File: config.mk
export PLATFORM = sky130hd
export DESIGN_NAME = srp_pulse_seq
export DESIGN_NICKNAME = d
export VERILOG_FILES = /design/src/rtl/srp_pkg.sv /design/src/rtl/srp_regs.sv /design/src/rtl/srp_phase_timer.sv /design/src/rtl/srp_seq_fsm.sv /design/src/rtl/srp_pulse_seq.sv
export SDC_FILE = /design/constraint.sdc
export NUM_CORES = 1
export LEC_CHECK = 0
export ABC_AREA = 1
export BUFFER_PORTS_ARGS = -buffer_cell sky130_fd_sc_hd__buf_2
export CAP_MARGIN = 20
export CORE_MARGIN = 3
export CORE_UTILIZATION = 45
export DETAILED_ROUTE_END_ITERATION = 10
export GPL_ROUTABILITY_DRIVEN = 0
export PLACE_DENSITY = 0.74
export SYNTH_ARGS = -nofsm -noshare
export SYNTH_HDL_FRONTEND = slang
export SYNTH_HIERARCHICAL = 1
export SYNTH_SLANG_ARGS = --single-unit
File: constraint.sdc
create_clock -name clk -period 2.55 [get_ports clk]
set_input_delay 0.1275 -clock clk [delete_from_list [all_inputs] [get_ports clk]]
set_output_delay 0.1275 -clock clk [all_outputs]
set_load 0.02 [all_outputs]
File: src/rtl/srp_pkg.sv
// Shared types for the SRP VBUS pulse sequencer.
package srp_pkg;
    typedef enum logic [1:0] {
        ST_IDLE  = 2'd0,
        ST_PULSE = 2'd1,
        ST_DISCH = 2'd2,
        ST_DONE  = 2'd3
    } srp_state_e;
endpackage

File: src/rtl/srp_regs.sv
// Duration register pair with a one-bit address.
// Assumes a single-cycle write strobe. Reads are combinational, zero-extended.
module srp_regs #(
    parameter int DATA_W    = 32,
    parameter int PULSE_W   = 12,
    parameter int DISCH_W   = 16,
    parameter logic [PULSE_W-1:0] PULSE_RST = 12'h2C6,
    parameter logic [DISCH_W-1:0] DISCH_RST = 16'hB8F
) (
    input  logic               clk,
    input  logic               rst_n,
    input  logic               wr_en,
    input  logic               reg_addr,
    input  logic [DATA_W-1:0]  wr_data,
    output logic [PULSE_W-1:0] pulse_len,
    output logic [DISCH_W-1:0] disch_len,
    output logic [DATA_W-1:0]  rd_data
);
    // Field storage with reset defaults.
    always_ff @(posedge clk) begin
        if (!rst_n) begin
            pulse_len <= PULSE_RST;
            disch_len <= DISCH_RST;
        end else if (wr_en) begin
            if (reg_addr) disch_len <= wr_data[DISCH_W-1:0];
            else          pulse_len <= wr_data[PULSE_W-1:0];
        end
    end

    // Read mux, unused upper bits zero.
    always_comb begin
        rd_data = '0;
        if (reg_addr) rd_data[DISCH_W-1:0] = disch_len;
        else          rd_data[PULSE_W-1:0] = pulse_len;
    end
endmodule

File: src/rtl/srp_phase_timer.sv
// Prescaler plus unit counter timing one phase of len * 2^PRESC_W cycles.
// Assumes len is nonzero while run is high. last marks the final cycle,
// and the counters restart at zero after it so back-to-back phases work.
module srp_phase_timer #(
    parameter int PRESC_W = 10,
    parameter int CNT_W   = 16
) (
    input  logic             clk,
    input  logic             rst_n,
    input  logic             run,
    input  logic [CNT_W-1:0] len,
    output logic             last
);
    logic [PRESC_W-1:0] presc;
    logic [CNT_W-1:0]   units;

    // Final cycle: prescaler at terminal value and last unit reached.
    assign last = run && (&presc) && (units == len - CNT_W'(1));

    // Count while running, clear when idle or at phase end.
    always_ff @(posedge clk) begin
        if (!rst_n || !run || last) begin
            presc <= '0;
            units <= '0;
        end else begin
            presc <= presc + PRESC_W'(1);
            if (&presc) units <= units + CNT_W'(1);
        end
    end
endmodule

File: src/rtl/srp_seq_fsm.sv
// Sequence control: idle -> pulse -> discharge -> done, skipping zero-length
// phases. Latches durations when a start is accepted. Abort has top priority.
module srp_seq_fsm
    import srp_pkg::*;
#(
    parameter int PULSE_W = 12,
    parameter int DISCH_W = 16,
    parameter int CNT_W   = 16
) (
    input  logic               clk,
    input  logic               rst_n,
    input  logic               start,
    input  logic               abort,
    input  logic [PULSE_W-1:0] pulse_len,
    input  logic [DISCH_W-1:0] disch_len,
    input  logic               phase_last,
    output logic               run,
    output logic [CNT_W-1:0]   phase_len,
    output logic               vbus_pulse,
    output logic               vbus_disch,
    output logic               done
);
    srp_state_e         state, state_nx;
    logic [PULSE_W-1:0] p_lat;
    logic [DISCH_W-1:0] d_lat;
    logic               accept;

    assign accept = (state == ST_IDLE) && start && !abort;

    // Next-state selection.
    always_comb begin
        state_nx = state;
        unique case (state)
            ST_IDLE:
                if (accept) begin
                    if (pulse_len != '0)      state_nx = ST_PULSE;
                    else if (disch_len != '0) state_nx = ST_DISCH;
                    else                      state_nx = ST_DONE;
                end
            ST_PULSE:
                if (phase_last) state_nx = (d_lat != '0) ? ST_DISCH : ST_DONE;
            ST_DISCH:
                if (phase_last) state_nx = ST_DONE;
            ST_DONE:
                state_nx = ST_IDLE;
            default:
                state_nx = ST_IDLE;
        endcase
        if (abort) state_nx = ST_IDLE;
    end

    // State register.
    always_ff @(posedge clk) begin
        if (!rst_n) state <= ST_IDLE;
        else        state <= state_nx;
    end

    // Duration capture at start acceptance.
    always_ff @(posedge clk) begin
        if (!rst_n) begin
            p_lat <= '0;
            d_lat <= '0;
        end else if (accept) begin
            p_lat <= pulse_len;
            d_lat <= disch_len;
        end
    end

    // Timer control and outputs, silenced by abort in the same cycle.
    always_comb begin
        run        = ((state == ST_PULSE) || (state == ST_DISCH)) && !abort;
        phase_len  = (state == ST_PULSE) ? CNT_W'(p_lat) : CNT_W'(d_lat);
        vbus_pulse = (state == ST_PULSE) && !abort;
        vbus_disch = (state == ST_DISCH) && !abort;
        done       = (state == ST_DONE)  && !abort;
    end
endmodule

File: src/rtl/srp_pulse_seq.sv
// Top of the SRP VBUS pulse sequencer: register pair, sequence FSM and
// shared phase timer. Phase length = field * 2^PRESC_W PHY clocks.
module srp_pulse_seq #(
    parameter int DATA_W  = 32,
    parameter int PULSE_W = 12,
    parameter int DISCH_W = 16,
    parameter int PRESC_W = 10,
    parameter logic [PULSE_W-1:0] PULSE_RST = 12'h2C6,
    parameter logic [DISCH_W-1:0] DISCH_RST = 16'hB8F
) (
    input  logic              clk,
    input  logic              rst_n,
    input  logic              wr_en,
    input  logic              reg_addr,
    input  logic [DATA_W-1:0] wr_data,
    output logic [DATA_W-1:0] rd_data,
    input  logic              start,
    input  logic              abort,
    output logic              vbus_pulse,
    output logic              vbus_disch,
    output logic              done
);
    localparam int CNT_W = (PULSE_W > DISCH_W) ? PULSE_W : DISCH_W;

    logic [PULSE_W-1:0] pulse_len;
    logic [DISCH_W-1:0] disch_len;
    logic               run, phase_last;
    logic [CNT_W-1:0]   phase_len;

    srp_regs #(
        .DATA_W(DATA_W), .PULSE_W(PULSE_W), .DISCH_W(DISCH_W),
        .PULSE_RST(PULSE_RST), .DISCH_RST(DISCH_RST)
    ) u_regs (
        .clk(clk), .rst_n(rst_n), .wr_en(wr_en), .reg_addr(reg_addr),
        .wr_data(wr_data), .pulse_len(pulse_len), .disch_len(disch_len),
        .rd_data(rd_data)
    );

    srp_seq_fsm #(
        .PULSE_W(PULSE_W), .DISCH_W(DISCH_W), .CNT_W(CNT_W)
    ) u_fsm (
        .clk(clk), .rst_n(rst_n), .start(start), .abort(abort),
        .pulse_len(pulse_len), .disch_len(disch_len), .phase_last(phase_last),
        .run(run), .phase_len(phase_len), .vbus_pulse(vbus_pulse),
        .vbus_disch(vbus_disch), .done(done)
    );

    srp_phase_timer #(
        .PRESC_W(PRESC_W), .CNT_W(CNT_W)
    ) u_timer (
        .clk(clk), .rst_n(rst_n), .run(run), .len(phase_len), .last(phase_last)
    );
endmodule

==> results.cfg <==
[timing]
period_share_pct = 99.3
rsz0062_at_grt = yes
fin_skew_ns = 0.0177
fmax_mhz = 395
maxSlewHeadroom_pct = 51.8
tightest_slew_ns = 0.722
finalMaxSlewViolations = 0
finalSetupViolations = 0
finalHoldViolCount = 0
fin_crit_ns = 2.53

[finish]
fin_area_mm2 = 0.00566
nets = 846
syn2layout_area_growth_pct = 16.5
utilization_pct = 54.3
antenna_cells = 0
layout.cells.non_filler = 941
drive_above_1_share_pct = 20.5

[pwr]
peakVddDrop_mv = 0.424
p_clk_share_pct = 28.1
intPower_mw = 2.06
combPwrFrac_pct = 25.7
seq_power_share_pct = 46.2
swShare_pct = 34.1
power_mw = 3.13
leakagePower_nw = 2.71
p_sw_mw = 1.07
power-per-cell-area_mw_per_mm2 = 553

[floorplanning]
io-pin-count = 73
die_area_mm2 = 0.0121
core-area_mm2 = 0.0104
initial_utilization_pct = 46.6
die_x_um = 110
num_rows = 37
fp.dieH_um = 110

[setup_path]
path_class = reg2reg
crit_top_cell = nand2_1
cp_top_family = simple AND/OR/NAND/NOR gates
critPathMaxStageDelay_ns = 0.34
crit_arrival_ns = 2.84
worstPathBufferInverterCount = 5
startpoint_type = flip-flop
cp.depth = 19
crit_chain = inv_2 > ha_4 > buf_4 > buf_4 > nor2_1 > nor2_1 > nand2_1 > nor2_2 > a21o_1 > nand2_1 > inv_1 > nand2_1 > nor2_2 > nand3_2 > inv_2 > a21oi_4 > a21oi_4 > or2_1 > a21oi_2
path_max_fanout = 6
cp.required_ns = 2.85
ff2ff_path_depth = 19
critPathCaptureType = flip-flop
slowest_stage = dfxtp_2

[clock_tree]
cts_buffer_depth = 2
clkSlewWorstSetupHoldPaths_ns = 0.10
cts_sinks = 84
ctsHtreeMaxLevel = 3
cts_made_buffers = 9
clkLatencyLatePin_ns = 0.38
root_buffer = clkbuf_8
cts_tree = built

[routing]
ant_nets = 0
firstDrtPassIters = 5
drtIter0Drc = 209
routedWlPerCell_um = 12.3
drc = 0
drt_wl_total_um = 11600
viasPerCell = 4.75
vias = 4470

[placed_design]
io_buffers = 40
dp.final_hpwl_um = 8190
dp.cells = 911
placed_area_mm2 = 0.00522

[synthesis]
yosysTopAreaCell = dfxtp_1
synth_seq_cells = 84
synth_enable_flop_cells = 0
avgSynthCellArea_um2 = 6.64
synth_ff_type = dfxtp_1
synth.distinct_cells = 37
syn_area_mm2 = 0.00485
synth_area_leaders = dfxtp_1, nand2_1, nor2_1
synth_most_common_cell = nand2_1
synth_seq_area_share_pct = 34.6
syn-instance-count = 731
synth_top_area_share_pct = 34.6
async_flop_share_pct = 0
synth_common_cells = nand2_1, nor2_1, dfxtp_1
synth_warnings = 6

[global_route]
grt_usage_pct = 20.4
antenna_found_initial = 0
grt_max_degree = 49
grt_pass1_wl_um = 19400
grt_pass1_vias = 4184
grt-ovfl-total = 0

[hold_path]
hp-class = in2reg
holdPathStages = 3

[job]
drv_cap = 0

[outcome]
status = complete, no violations
metal layers:
layer  GRT usage, %  vias up  wire length (um)
met2           32.1       93              5470
met5              0        -                 0
met4           8.99        0               317
li1               -     2360                 -
met1           26.2     1993              5310
met3           5.23       24               515
area by class of cell:
| type | count | area [um2] |
|---|---|---|
| fill | 1050 | 4760 |
| multi-input combinational | 543 | 2750 |
| sequential | 84 | 1680 |
| timing repair buffer | 84 | 583 |
| inverter | 78 | 300 |
| tap | 136 | 170 |
| clock buffer | 10 | 128 |
| clock inverter | 6 | 46.3 |
state kept, by name (all words and copies together), names as in the netlist:
name / count
u_timer/presc: 10
u_regs/disch_len: 16
u_fsm/d_lat: 16
u_timer/units: 16
u_fsm/state: 2
u_regs/pulse_len: 12
u_fsm/p_lat: 12
power groups by stage:
| stage | clock network [mW] | logic (mW) | registers, mW |
|---|---|---|---|
| finish | 0.879 | 0.805 | 1.45 |
| global route | 0.955 | 0.909 | 1.46 |
| CTS | 0.899 | 0.746 | 1.44 |
| detailed placement | 0 | 0.719 | 1.47 |
| global placement | 0 | 0.711 | 1.47 |
| floorplan | 0 | 0.560 | 1.45 |
layout by cell type (no fill, tap or decap), types with 2 or more instances in the layout:
master         instances
nand3_2                4
inv_1                 67
nand2_4                5
xor2_1                18
dfxtp_2                2
nor3_1                 8
conb_1                16
o21ai_0               37
a21oi_4                2
ha_4                   2
dfxtp_1               82
clkinvlp_4             2
clkbuf_8               9
nand3b_1               2
nor2_4                 5
a21oi_2                2
nand2_1              180
nor2_1               125
inv_6                  4
nand3_1               43
nor2_2                23
buf_12                 2
o21ai_2                2
nand2_2               15
nand4_1                5
mux2i_1                2
dlygate4sd3_1         11
buf_2                 40
ha_1                   6
buf_4                 31
xnor2_1               13
a21oi_1               15
inv_2                  9
o21ai_1                6
cell families (layout without fill, tap and decap cells):
kind of cell    Yosys count  count (layout)  synth area share [%]
compound gates           66              66                  7.32
xor+xnor                 32              32                  5.77
fa+ha+maj                 8               8                  2.06
buf+inv                 119             178                  12.7
flops                    84              84                  34.6
mux                       2               2                 0.412
other cells               1              16                0.0772
simple gates            419             419                  37.1
tightest hold or removal path, delay by kind of cell:
family                 cells  cell delay (ns)
buffers and inverters      1             0.09
and+or+nand+nor            1             0.08
AOI/OAI and AO/OA          1             0.08
worst paths after layout:
kind                                to              from  slack [ns]
setup / recovery        u_fsm/state[0]    u_fsm/state[1]        0.02
hold reg to reg       u_timer/presc[0]  u_timer/presc[0]        0.46
setup reg to reg        u_fsm/state[0]    u_fsm/state[1]        0.02
hold / removal    u_regs/disch_len[10]       wr_data[10]        0.02
metrics by stage:
stage,setup slack [ns],TNS [ns],hold WS [ns]
after floorplan,0.00363,0,0.241
after global placement,-0.0895,-0.170,0.342
after detailed placement,-0.159,-0.288,0.350
after CTS,0.00522,0,0.00875
after global routing,-0.187,-0.329,0.0315
final,0.0184,0,0.0219
timing repair:
action	CTS	global route
buffers inserted	3	0
pin swaps	4	23
hold endpoints to repair	14	0
setup endpoints to repair	14	28
gates resized for setup	6	40
hold buffers	11	0
(Power assumes the default switching activity.)
